$ cat src/rtl/lbs_pkg.sv
package lbs_pkg;

    localparam int DESC_W = 32;
    localparam int WAIT_W = 5;
    localparam int DLY_W  = 2;

    // descriptor field positions
    localparam int RD_INIT_LSB = 0;
    localparam int RD_GAP_LSB  = 5;
    localparam int WR_INIT_LSB = 10;
    localparam int WR_GAP_LSB  = 15;
    localparam int RDY_EN_BIT  = 20;
    localparam int RD_DLY_LSB  = 26;
    localparam int WR_DLY_LSB  = 28;
    localparam int WR_HOLD_LSB = 30;

    typedef logic [WAIT_W-1:0] wcount_t;
    typedef logic [DLY_W-1:0]  dly_t;

    typedef struct packed {
        logic    write;
        logic    rdy_en;
        wcount_t init;
        wcount_t gap;
        dly_t    dly;
        dly_t    hold;
    } xfer_cfg_t;

    typedef enum logic [2:0] {
        S_IDLE = 3'd0,
        S_WAIT = 3'd1,
        S_DATA = 3'd2,
        S_GAP  = 3'd3,
        S_HOLD = 3'd4,
        S_FIN  = 3'd5
    } seq_state_t;

    // Select the timing fields that belong to the requested direction.
    function automatic xfer_cfg_t decode_cfg(input logic [DESC_W-1:0] d, input logic wr);
        xfer_cfg_t c;
        c.write  = wr;
        c.rdy_en = d[RDY_EN_BIT];
        if (wr) begin
            c.init = d[WR_INIT_LSB +: WAIT_W];
            c.gap  = d[WR_GAP_LSB +: WAIT_W];
            c.dly  = d[WR_DLY_LSB +: DLY_W];
            c.hold = d[WR_HOLD_LSB +: DLY_W];
        end else begin
            c.init = d[RD_INIT_LSB +: WAIT_W];
            c.gap  = d[RD_GAP_LSB +: WAIT_W];
            c.dly  = d[RD_DLY_LSB +: DLY_W];
            c.hold = '0;
        end
        return c;
    endfunction

    function automatic logic is_waiting(input seq_state_t s);
        return (s == S_WAIT) || (s == S_GAP);
    endfunction

endpackage

$ cat src/rtl/lbs_cfg_latch.sv
module lbs_cfg_latch
    import lbs_pkg::*;
(
    input  logic              clk,
    input  logic              rst,
    input  logic              load_i,
    input  logic [DESC_W-1:0] desc_i,
    input  logic              write_i,
    output xfer_cfg_t         cfg_next_o,
    output xfer_cfg_t         cfg_o
);
    xfer_cfg_t cfg_q;

    assign cfg_next_o = decode_cfg(desc_i, write_i);

    always_ff @(posedge clk) begin
        if (rst)         cfg_q <= '0;
        else if (load_i) cfg_q <= cfg_next_o;
    end

    assign cfg_o = cfg_q;
endmodule

$ cat src/rtl/lbs_down_cnt.sv
module lbs_down_cnt #(
    parameter int W = 5
) (
    input  logic         clk,
    input  logic         rst,
    input  logic         load_i,
    input  logic [W-1:0] val_i,
    input  logic         dec_i,
    output logic         last_o
);
    logic [W-1:0] cnt_q;

    always_ff @(posedge clk) begin
        if (rst)                      cnt_q <= '0;
        else if (load_i)              cnt_q <= val_i;
        else if (dec_i && cnt_q != 0) cnt_q <= cnt_q - 1'b1;
    end

    assign last_o = (cnt_q == W'(1));
endmodule

$ cat src/rtl/lbs_strobe_gen.sv
module lbs_strobe_gen #(
    parameter int DW = 2
) (
    input  logic          clk,
    input  logic          rst,
    input  logic          clear_i,
    input  logic          adv_i,
    input  logic [DW-1:0] dly_i,
    input  logic          in_wait_i,
    input  logic          in_burst_i,
    output logic          strobe_o
);
    localparam logic [DW-1:0] EL_MAX = {DW{1'b1}};

    // cycles spent in the initial wait period, saturating
    logic [DW-1:0] elapsed_q;

    always_ff @(posedge clk) begin
        if (rst || clear_i)                elapsed_q <= '0;
        else if (adv_i && elapsed_q != EL_MAX) elapsed_q <= elapsed_q + 1'b1;
    end

    assign strobe_o = in_burst_i || (in_wait_i && (elapsed_q >= dly_i));
endmodule

$ cat src/rtl/lbus_strobe_seq.sv
module lbus_strobe_seq
    import lbs_pkg::*;
#(
    parameter int BEAT_W = 4
) (
    input  logic              clk,
    input  logic              rst,
    input  logic              start_i,
    input  logic              write_i,
    input  logic [BEAT_W-1:0] beats_i,
    input  logic [DESC_W-1:0] desc_i,
    input  logic              ready_n_i,
    output logic              rd_n_o,
    output logic              wr_n_o,
    output logic              wait_n_o,
    output logic              beat_o,
    output logic              wdata_drive_o,
    output logic              busy_o,
    output logic              done_o
);
    seq_state_t        st_q, st_d;
    xfer_cfg_t         cfg_q, cfg_next;
    logic [BEAT_W-1:0] left_q;
    logic              accept, beat_fire, cnt_load, cnt_last, strobe;
    wcount_t           cnt_val;

    assign accept    = start_i && (st_q == S_IDLE);
    assign beat_fire = (st_q == S_DATA) && (!cfg_q.rdy_en || !ready_n_i);

    lbs_cfg_latch u_cfg (
        .clk        (clk),
        .rst        (rst),
        .load_i     (accept),
        .desc_i     (desc_i),
        .write_i    (write_i),
        .cfg_next_o (cfg_next),
        .cfg_o      (cfg_q)
    );

    lbs_down_cnt #(.W(WAIT_W)) u_wcnt (
        .clk    (clk),
        .rst    (rst),
        .load_i (cnt_load),
        .val_i  (cnt_val),
        .dec_i  (is_waiting(st_q) || st_q == S_HOLD),
        .last_o (cnt_last)
    );

    lbs_strobe_gen #(.DW(DLY_W)) u_stb (
        .clk        (clk),
        .rst        (rst),
        .clear_i    (accept),
        .adv_i      (st_q == S_WAIT),
        .dly_i      (cfg_q.dly),
        .in_wait_i  (st_q == S_WAIT),
        .in_burst_i (st_q == S_DATA || st_q == S_GAP),
        .strobe_o   (strobe)
    );

    always_comb begin
        st_d     = st_q;
        cnt_load = 1'b0;
        cnt_val  = '0;
        case (st_q)
            S_IDLE: if (start_i) begin
                if (cfg_next.init == '0) begin
                    st_d = S_DATA;
                end else begin
                    st_d     = S_WAIT;
                    cnt_load = 1'b1;
                    cnt_val  = cfg_next.init;
                end
            end
            S_WAIT: if (cnt_last) st_d = S_DATA;
            S_DATA: if (beat_fire) begin
                if (left_q == '0) begin
                    if (cfg_q.hold != '0) begin
                        st_d     = S_HOLD;
                        cnt_load = 1'b1;
                        cnt_val  = WAIT_W'(cfg_q.hold);
                    end else begin
                        st_d = S_FIN;
                    end
                end else if (cfg_q.gap != '0) begin
                    st_d     = S_GAP;
                    cnt_load = 1'b1;
                    cnt_val  = cfg_q.gap;
                end
            end
            S_GAP:  if (cnt_last) st_d = S_DATA;
            S_HOLD: if (cnt_last) st_d = S_FIN;
            S_FIN:  st_d = S_IDLE;
            default: st_d = S_IDLE;
        endcase
    end

    always_ff @(posedge clk) begin
        if (rst) begin
            st_q   <= S_IDLE;
            left_q <= '0;
        end else begin
            st_q <= st_d;
            if (accept)                         left_q <= beats_i;
            else if (beat_fire && left_q != '0) left_q <= left_q - 1'b1;
        end
    end

    assign rd_n_o        = !(strobe && !cfg_q.write);
    assign wr_n_o        = !(strobe && cfg_q.write);
    assign wait_n_o      = !is_waiting(st_q);
    assign beat_o        = beat_fire;
    assign wdata_drive_o = cfg_q.write && (st_q != S_IDLE) && (st_q != S_FIN);
    assign busy_o        = (st_q != S_IDLE);
    assign done_o        = (st_q == S_FIN);
endmodule

$ cat config.mk
export PLATFORM = sky130hd
export DESIGN_NAME = lbus_strobe_seq
export DESIGN_NICKNAME = d
export VERILOG_FILES = /design/src/rtl/lbs_pkg.sv /design/src/rtl/lbs_cfg_latch.sv /design/src/rtl/lbs_down_cnt.sv /design/src/rtl/lbs_strobe_gen.sv /design/src/rtl/lbus_strobe_seq.sv
export SDC_FILE = /design/constraint.sdc
export NUM_CORES = 1
export LEC_CHECK = 0
export BUFFER_PORTS_ARGS = -buffer_cell sky130_fd_sc_hd__buf_2
export CAP_MARGIN = 20
export CORE_MARGIN = 1
export CORE_UTILIZATION = 46
export CTS_CLUSTER_SIZE = 20
export DETAILED_ROUTE_END_ITERATION = 6
export PLACE_DENSITY = 0.84
export SETUP_SLACK_MARGIN = 0.4
export SYNTH_ARGS = -nofsm -noshare
export SYNTH_HDL_FRONTEND = slang
export SYNTH_SLANG_ARGS = --single-unit
$ cat constraint.sdc
create_clock -name clk -period 2 [get_ports clk]
set_clock_uncertainty 0.1 [all_clocks]
set_input_delay 0.4 -clock clk [delete_from_list [all_inputs] [get_ports clk]]
set_output_delay 0.4 -clock clk [all_outputs]
set_load 0.02 [all_outputs]
* Yosys cells after proc, flatten, opt, wreduce, memory -nomap -nowiden *
Cells that the tools add are included.

operators by class
  add/subtract/negate cells = 3
  $lt $le $gt $ge = 1
  muxes and demuxes = 28
  reduce and logical (&&, ||, !) cells = 34
  equal/unequal tests = 13

operators with widths
  cell                 number
  $mux 5               7
  $mux 3               6
  $mux 14              1
  $pmux 3 s4           1
  $logic_and 1x1->1    10
  $pmux 5 s2           1
  $reduce_bool 5->1    2
  $mux 4               2
  $ne 2x2->1 const B   4
  $mux 1               7
  $eq 3x2->1 const B   2
  $eq 3x3->1 const B   2
  $logic_not 1->1      6
  $logic_or 1x1->1     6
  $reduce_bool 2->1    3
  $eq 5x1->1 const B   1
  $logic_not 5->1      1
  $reduce_and 5->1     1
  $sub 5x1->5 const B  1
  $logic_not 4->1      1
  $mux 2               2
  $reduce_bool 4->1    1
  $sub 4x1->4 const B  1
  $eq 3x1->1 const B   1
  other kinds (9)      9

storage, ports and cells
  output and inout bits = 7
  bits in registers = 25
  input bits = 41
  word-level logic and storage cells = 88

* Depth between registers and ports, before layout *
  word-level depth = 6
  gate-level depth with buffers = 8
  depth with buffers taken out = 7

* By module *
A second synthesis with hierarchy kept.

unflattened totals
  cells, all modules = 218
  area total of the unflattened synthesis = 1989.4 µm²

modules (own cells, without submodules)
  module           instances  seq. area each (µm²)  area each (µm²)  cells each
  lbs_cfg_latch    1          320.3                 828.3            73
  lbus_strobe_seq  1          140.1                 669.4            88
  lbs_down_cnt     1          100.1                 332.8            40
  lbs_strobe_gen   1          40.0                  158.9            17

* Worst setup path after synthesis *
OpenSTA, ideal clock, no wires.

  path kind = register to register
  from = register left_q[0]
  to = register u_wcnt.cnt_q[1]
  period minus slack after synthesis = 1.868 ns
  required time = 1.797 ns
  setup time = 0.103 ns
  cell stages (with the launch flop) = 8
  setup slack = 0.132 ns
  data arrival time = 1.665 ns
  path buffers = 0
  cells stage by stage = dfxtp_1 inv_1 ha_1 nor3b_2 nor3_2 o32a_2 nor3b_2 a2111oi_2

between the ends
  longest elaborated chain between the ends = 5
  elaborated cells on any way between the ends = 9
  classes of those cells = 7 x mux; 2 x reduce/logical

RTL lines
  what                                                RTL line                source
  start: declaration                                  lbus_strobe_seq.sv:23   logic [BEAT_W-1:0] left_q;
  start signal: assignment                            lbus_strobe_seq.sv:103  if (accept) left_q <= beats_i;
  start signal: assignment                            lbus_strobe_seq.sv:104  else if (beat_fire && left_q != '0) left_q <= left_q - 1'b1;
  $logic_not 4->1 *                                   lbus_strobe_seq.sv:76   if (left_q == '0) begin
  $mux 5 / $mux 1 (equally long branches)             lbus_strobe_seq.sv:76
  $mux 5 / $mux 1 (equally long branches)             lbus_strobe_seq.sv:75   S_DATA: if (beat_fire) begin
  $pmux 5 s2 / $pmux 1 s2 (equally long branches)     lbus_strobe_seq.sv:64   case (st_q)
  $mux 5 / $reduce_bool 2->1 (equally long branches)  -
  end signal: assignment                              lbs_down_cnt.sv:15      else if (load_i) cnt_q <= val_i;
  end signal: assignment                              lbs_down_cnt.sv:16      else if (dec_i && cnt_q != 0) cnt_q <= cnt_q - 1'b1;
  end: declaration                                    lbs_down_cnt.sv:11      logic [W-1:0] cnt_q;

Mark *: on every way between the ends. The rest lies on a longest branch, timed or not.
A chain may end at the register's enable or synchronous reset.

* Final worst setup path *
  from = register u_stb.elapsed_q[0]
  to = output rd_n_o

between the ends
  longest elaborated chain between the ends = 5

RTL lines
  what                      RTL line                source
  start: declaration        lbs_strobe_gen.sv:16    logic [DW-1:0] elapsed_q;
  start signal: assignment  lbs_strobe_gen.sv:20    else if (adv_i && elapsed_q != EL_MAX) elapsed_q <= elapsed_q + 1'b1;
  $ge 2x2->1                lbs_strobe_gen.sv:23    assign strobe_o = in_burst_i || (in_wait_i && (elapsed_q >= dly_i));
  $logic_and 1x1->1         lbs_strobe_gen.sv:23
  $logic_or 1x1->1          lbs_strobe_gen.sv:23
  $logic_and 1x1->1         lbus_strobe_seq.sv:108  assign rd_n_o = !(strobe && !cfg_q.write);
  $logic_not 1->1           lbus_strobe_seq.sv:108
  end: declaration          lbus_strobe_seq.sv:13   output logic rd_n_o,

No other way between the ends.

==> out/metrics.yaml <==
grt_pass1_vias: 1752
synth_async_sr_flop_share_pct: 0
antennaDiodeCount: 0
dieWidth_microns: 61.21
power.switching_mw: 1.591
fin_util_pct: 76.08
dpl.hpwl_microns: 2992
num_io_pins: 48
routedWlPerCell_microns: 18.71
ys_ff_latch: 25
p_per_area_nw_per_um2: 1437
rows: 21
cp_cell_sequence: "inv_2, ha_4, nand2b_4, a21o_1, a21oi_2, or3_4, buf_6"
max_clock_freq_mhz: 440.5
insertion_delay_ns: 0.33
fin_nets: 321
violations: "negative setup slack"
crit_required_ns: 1.50
preCtsSetupSlack_ns: 0.06175
min_path_type: "in2reg"
area_growth_pct: 57.41
rsz0062_at_grt: "true"
clkTransAtPathRegs_ns: 0.16
gp_congestion: 0.8441
grt_pass1_wl_microns: 8148
finalSetupViolCount: 2
period_share_pct: 113.5
min_period_ns: 2.270
wl_microns: 5951
dr.first_iter.drc_count: 125
wl_met3_microns: 462
cp-start-kind: "flop"
dieArea_sq_um: 3747
cp_max_fo: 2
antenna_found_initial: 0
top_layer_used: "met4"
avgSynthCellArea_sq_um: 8.229
p_sw_share_pct: 43.61
htreeDepth: 1
max_stage_delay_ns: 0.36
hold_buffers: 0
drive_gt1_share_pct: 55.88
synth_cell_type_count: 50
fillers: 227
relSlewSlack_pct: 69.84
track_usage_pct: 30.99
seq_area_sq_um: 520.5
synth_nets: 244
power.total_mw: 3.649
pwr-share-clk_pct: 6.8
synth_area_sq_um: 1613
drt-met1-wl_microns: 2134
routed-wl-met2_microns: 3026
max_cap_violations: 0
path_delay_family: "simple AND/OR/NAND/NOR gates"
clk_path_buf_depth: 2
port_buffers: 42
drc_errors: 0
overflow: 0
ant_nets: 0
root_buffer: "clkbuf_4"
core-area_sq_um: 3337
start_util_pct: 48.33
numCtsBuffers: 3
syn_inst: 196
combPwrFrac_pct: 69.6
via_count: 1932
cts_sinks: 25
worstSetupEndpointType: "output port"
die_height_microns: 61.21
path_buf_inv: 2
arrival_ns: 1.77
multiInputGateArea_sq_um: 1256
setup_slack_ns: -0.2702
synth_edf_count: 0
routed_via_density: 6.075
max_slew.worst_pin.slew_ns: 0.4461
synth_flop_cell: "dfxtp_1"
criticalPathCategory: "reg2out"
first_pass_iters: 6
grt_max_degree: 19
critical_path.slowest_cell: "dfxtp_2"
final_max_slew_viol_count: 0
final-hold-violation-count: 0
ir_drop_mv: 0.7062
leakagePower_nw: 1.085
yosysSeqAreaShare_pct: 31.03
fin_tns_setup_ns: -0.4584
status: "finished, violations left"
p_int_mw: 2.058
cts_tree: "built"
ys.warnings.count: 0
seq_power_share_pct: 23.6
metal layers:
metal / GRT usage, % / vias up
met3: 4.202 / 36
met1: 35.53 / 895
met2: 54.81 / 146
li1: - / 855
met4: 18.18 / 0
met5: 0 / -
stage by stage:
stage                     std cells  instance area (sq um)  hold slack [ns]
after floorplan                 196                   1710           0.3469
after global placement          283                   1998           0.3700
after detailed placement        283                   1998           0.3718
after CTS                       311                   2401           0.1727
after global routing            318                   2539           0.2239
final                           318                   2539           0.2309
flip-flops by register name, summed over array words and instances, names as in the netlist:
name and cells:
st_q 3, u_stb.elapsed_q 2, left_q 4, u_wcnt.cnt_q 5, u_cfg.cfg_o 11
cells by family after synthesis:
logic type / synth area share, %
AO/OA/AOI/OAI: 19.55
adder cells (fa/ha/maj): 5.430
multiplexers: 10.08
flip-flops: 31.03
AND/OR/NAND/NOR: 24.13
buffers and inverters: 6.517
XOR/XNOR: 3.258
tightest hold or removal path: stages:
cell	delay (ns)
buf_2	0.10
nand2_1	0.07
a21oi_1	0.06
Yosys cell counts (all sizes together) (2+ instances only):
cell type / n / area (sq um)
nor3b: 4 / 40.03
dfxtp: 25 / 500.5
mux2i: 14 / 140.1
o21ai: 3 / 15.01
ha: 7 / 87.58
nor2: 24 / 100.1
nor3: 11 / 65.06
and2: 2 / 12.51
nand3: 2 / 10.01
nor2b: 2 / 12.51
a21oi: 10 / 50.05
inv: 11 / 41.29
o22ai: 2 / 12.51
nand2: 21 / 78.83
xnor2: 4 / 35.03
o211ai: 2 / 15.01
a211oi: 11 / 82.58
xor2: 2 / 17.52
buf: 8 / 45.04
clkbuf: 5 / 18.77
a221oi: 3 / 32.53
mux2: 2 / 22.52
layout by cell type, fill, tap and decap left out, types with 7 or more instances in the layout:
cell,count
a21oi_1,8
dfxtp_1,15
a211oi_1,8
buf_4,32
dfxtp_2,7
nor2_1,22
inv_2,7
nand2_1,16
mux2i_1,14
buf_6,16
nor3_1,7
buf_2,35
worst paths after layout:
path / depth (start not counted) / from / slack [ns] / to
setup / recovery: 7 / u_stb.elapsed_q[0]$_SDFFE_PP0P_ / -0.27 / rd_n_o
setup reg to reg: 8 / left_q[0]$_SDFFE_PP0P_ / 0.03 / u_wcnt.cnt_q[2]$_SDFFE_PP0P_
hold / removal: 3 / desc_i[20] / 0.23 / u_cfg.cfg_o[14]$_SDFFE_PP0P_
hold reg to reg: 2 / u_cfg.cfg_o[3]$_SDFFE_PP0P_ / 0.40 / u_cfg.cfg_o[3]$_SDFFE_PP0P_
layout make-up:
type | count | area share, %
Clock buffer | 3 | 0.8871
Timing Repair Buffer | 85 | 24.84
Multi-Input combinational cell | 147 | 49.48
Inverter | 11 | 1.725
Tap cell | 46 | 2.267
Sequential cell | 25 | 20.50
Clock inverter | 1 | 0.2957
power by group through the flow:
stage	sequential (mW)	combinational [mW]	clock, mW
finish	0.860	2.54	0.250
CTS	0.830	2.10	0.250
floorplan	0.775	1.20	0
global placement	0.835	1.46	0
global route	0.874	2.70	0.269
detailed placement	0.837	1.49	0
what timing repair did:
action	4_1_cts	5_1_grt
endpoints found under the hold margin	0	0
setup endpoints to repair	30	29
setup buffers	24	7
pin swaps	20	12
gates cloned	0	0
gates resized for setup	58	13
Note: power is estimated with default switching activity, not from simulation.
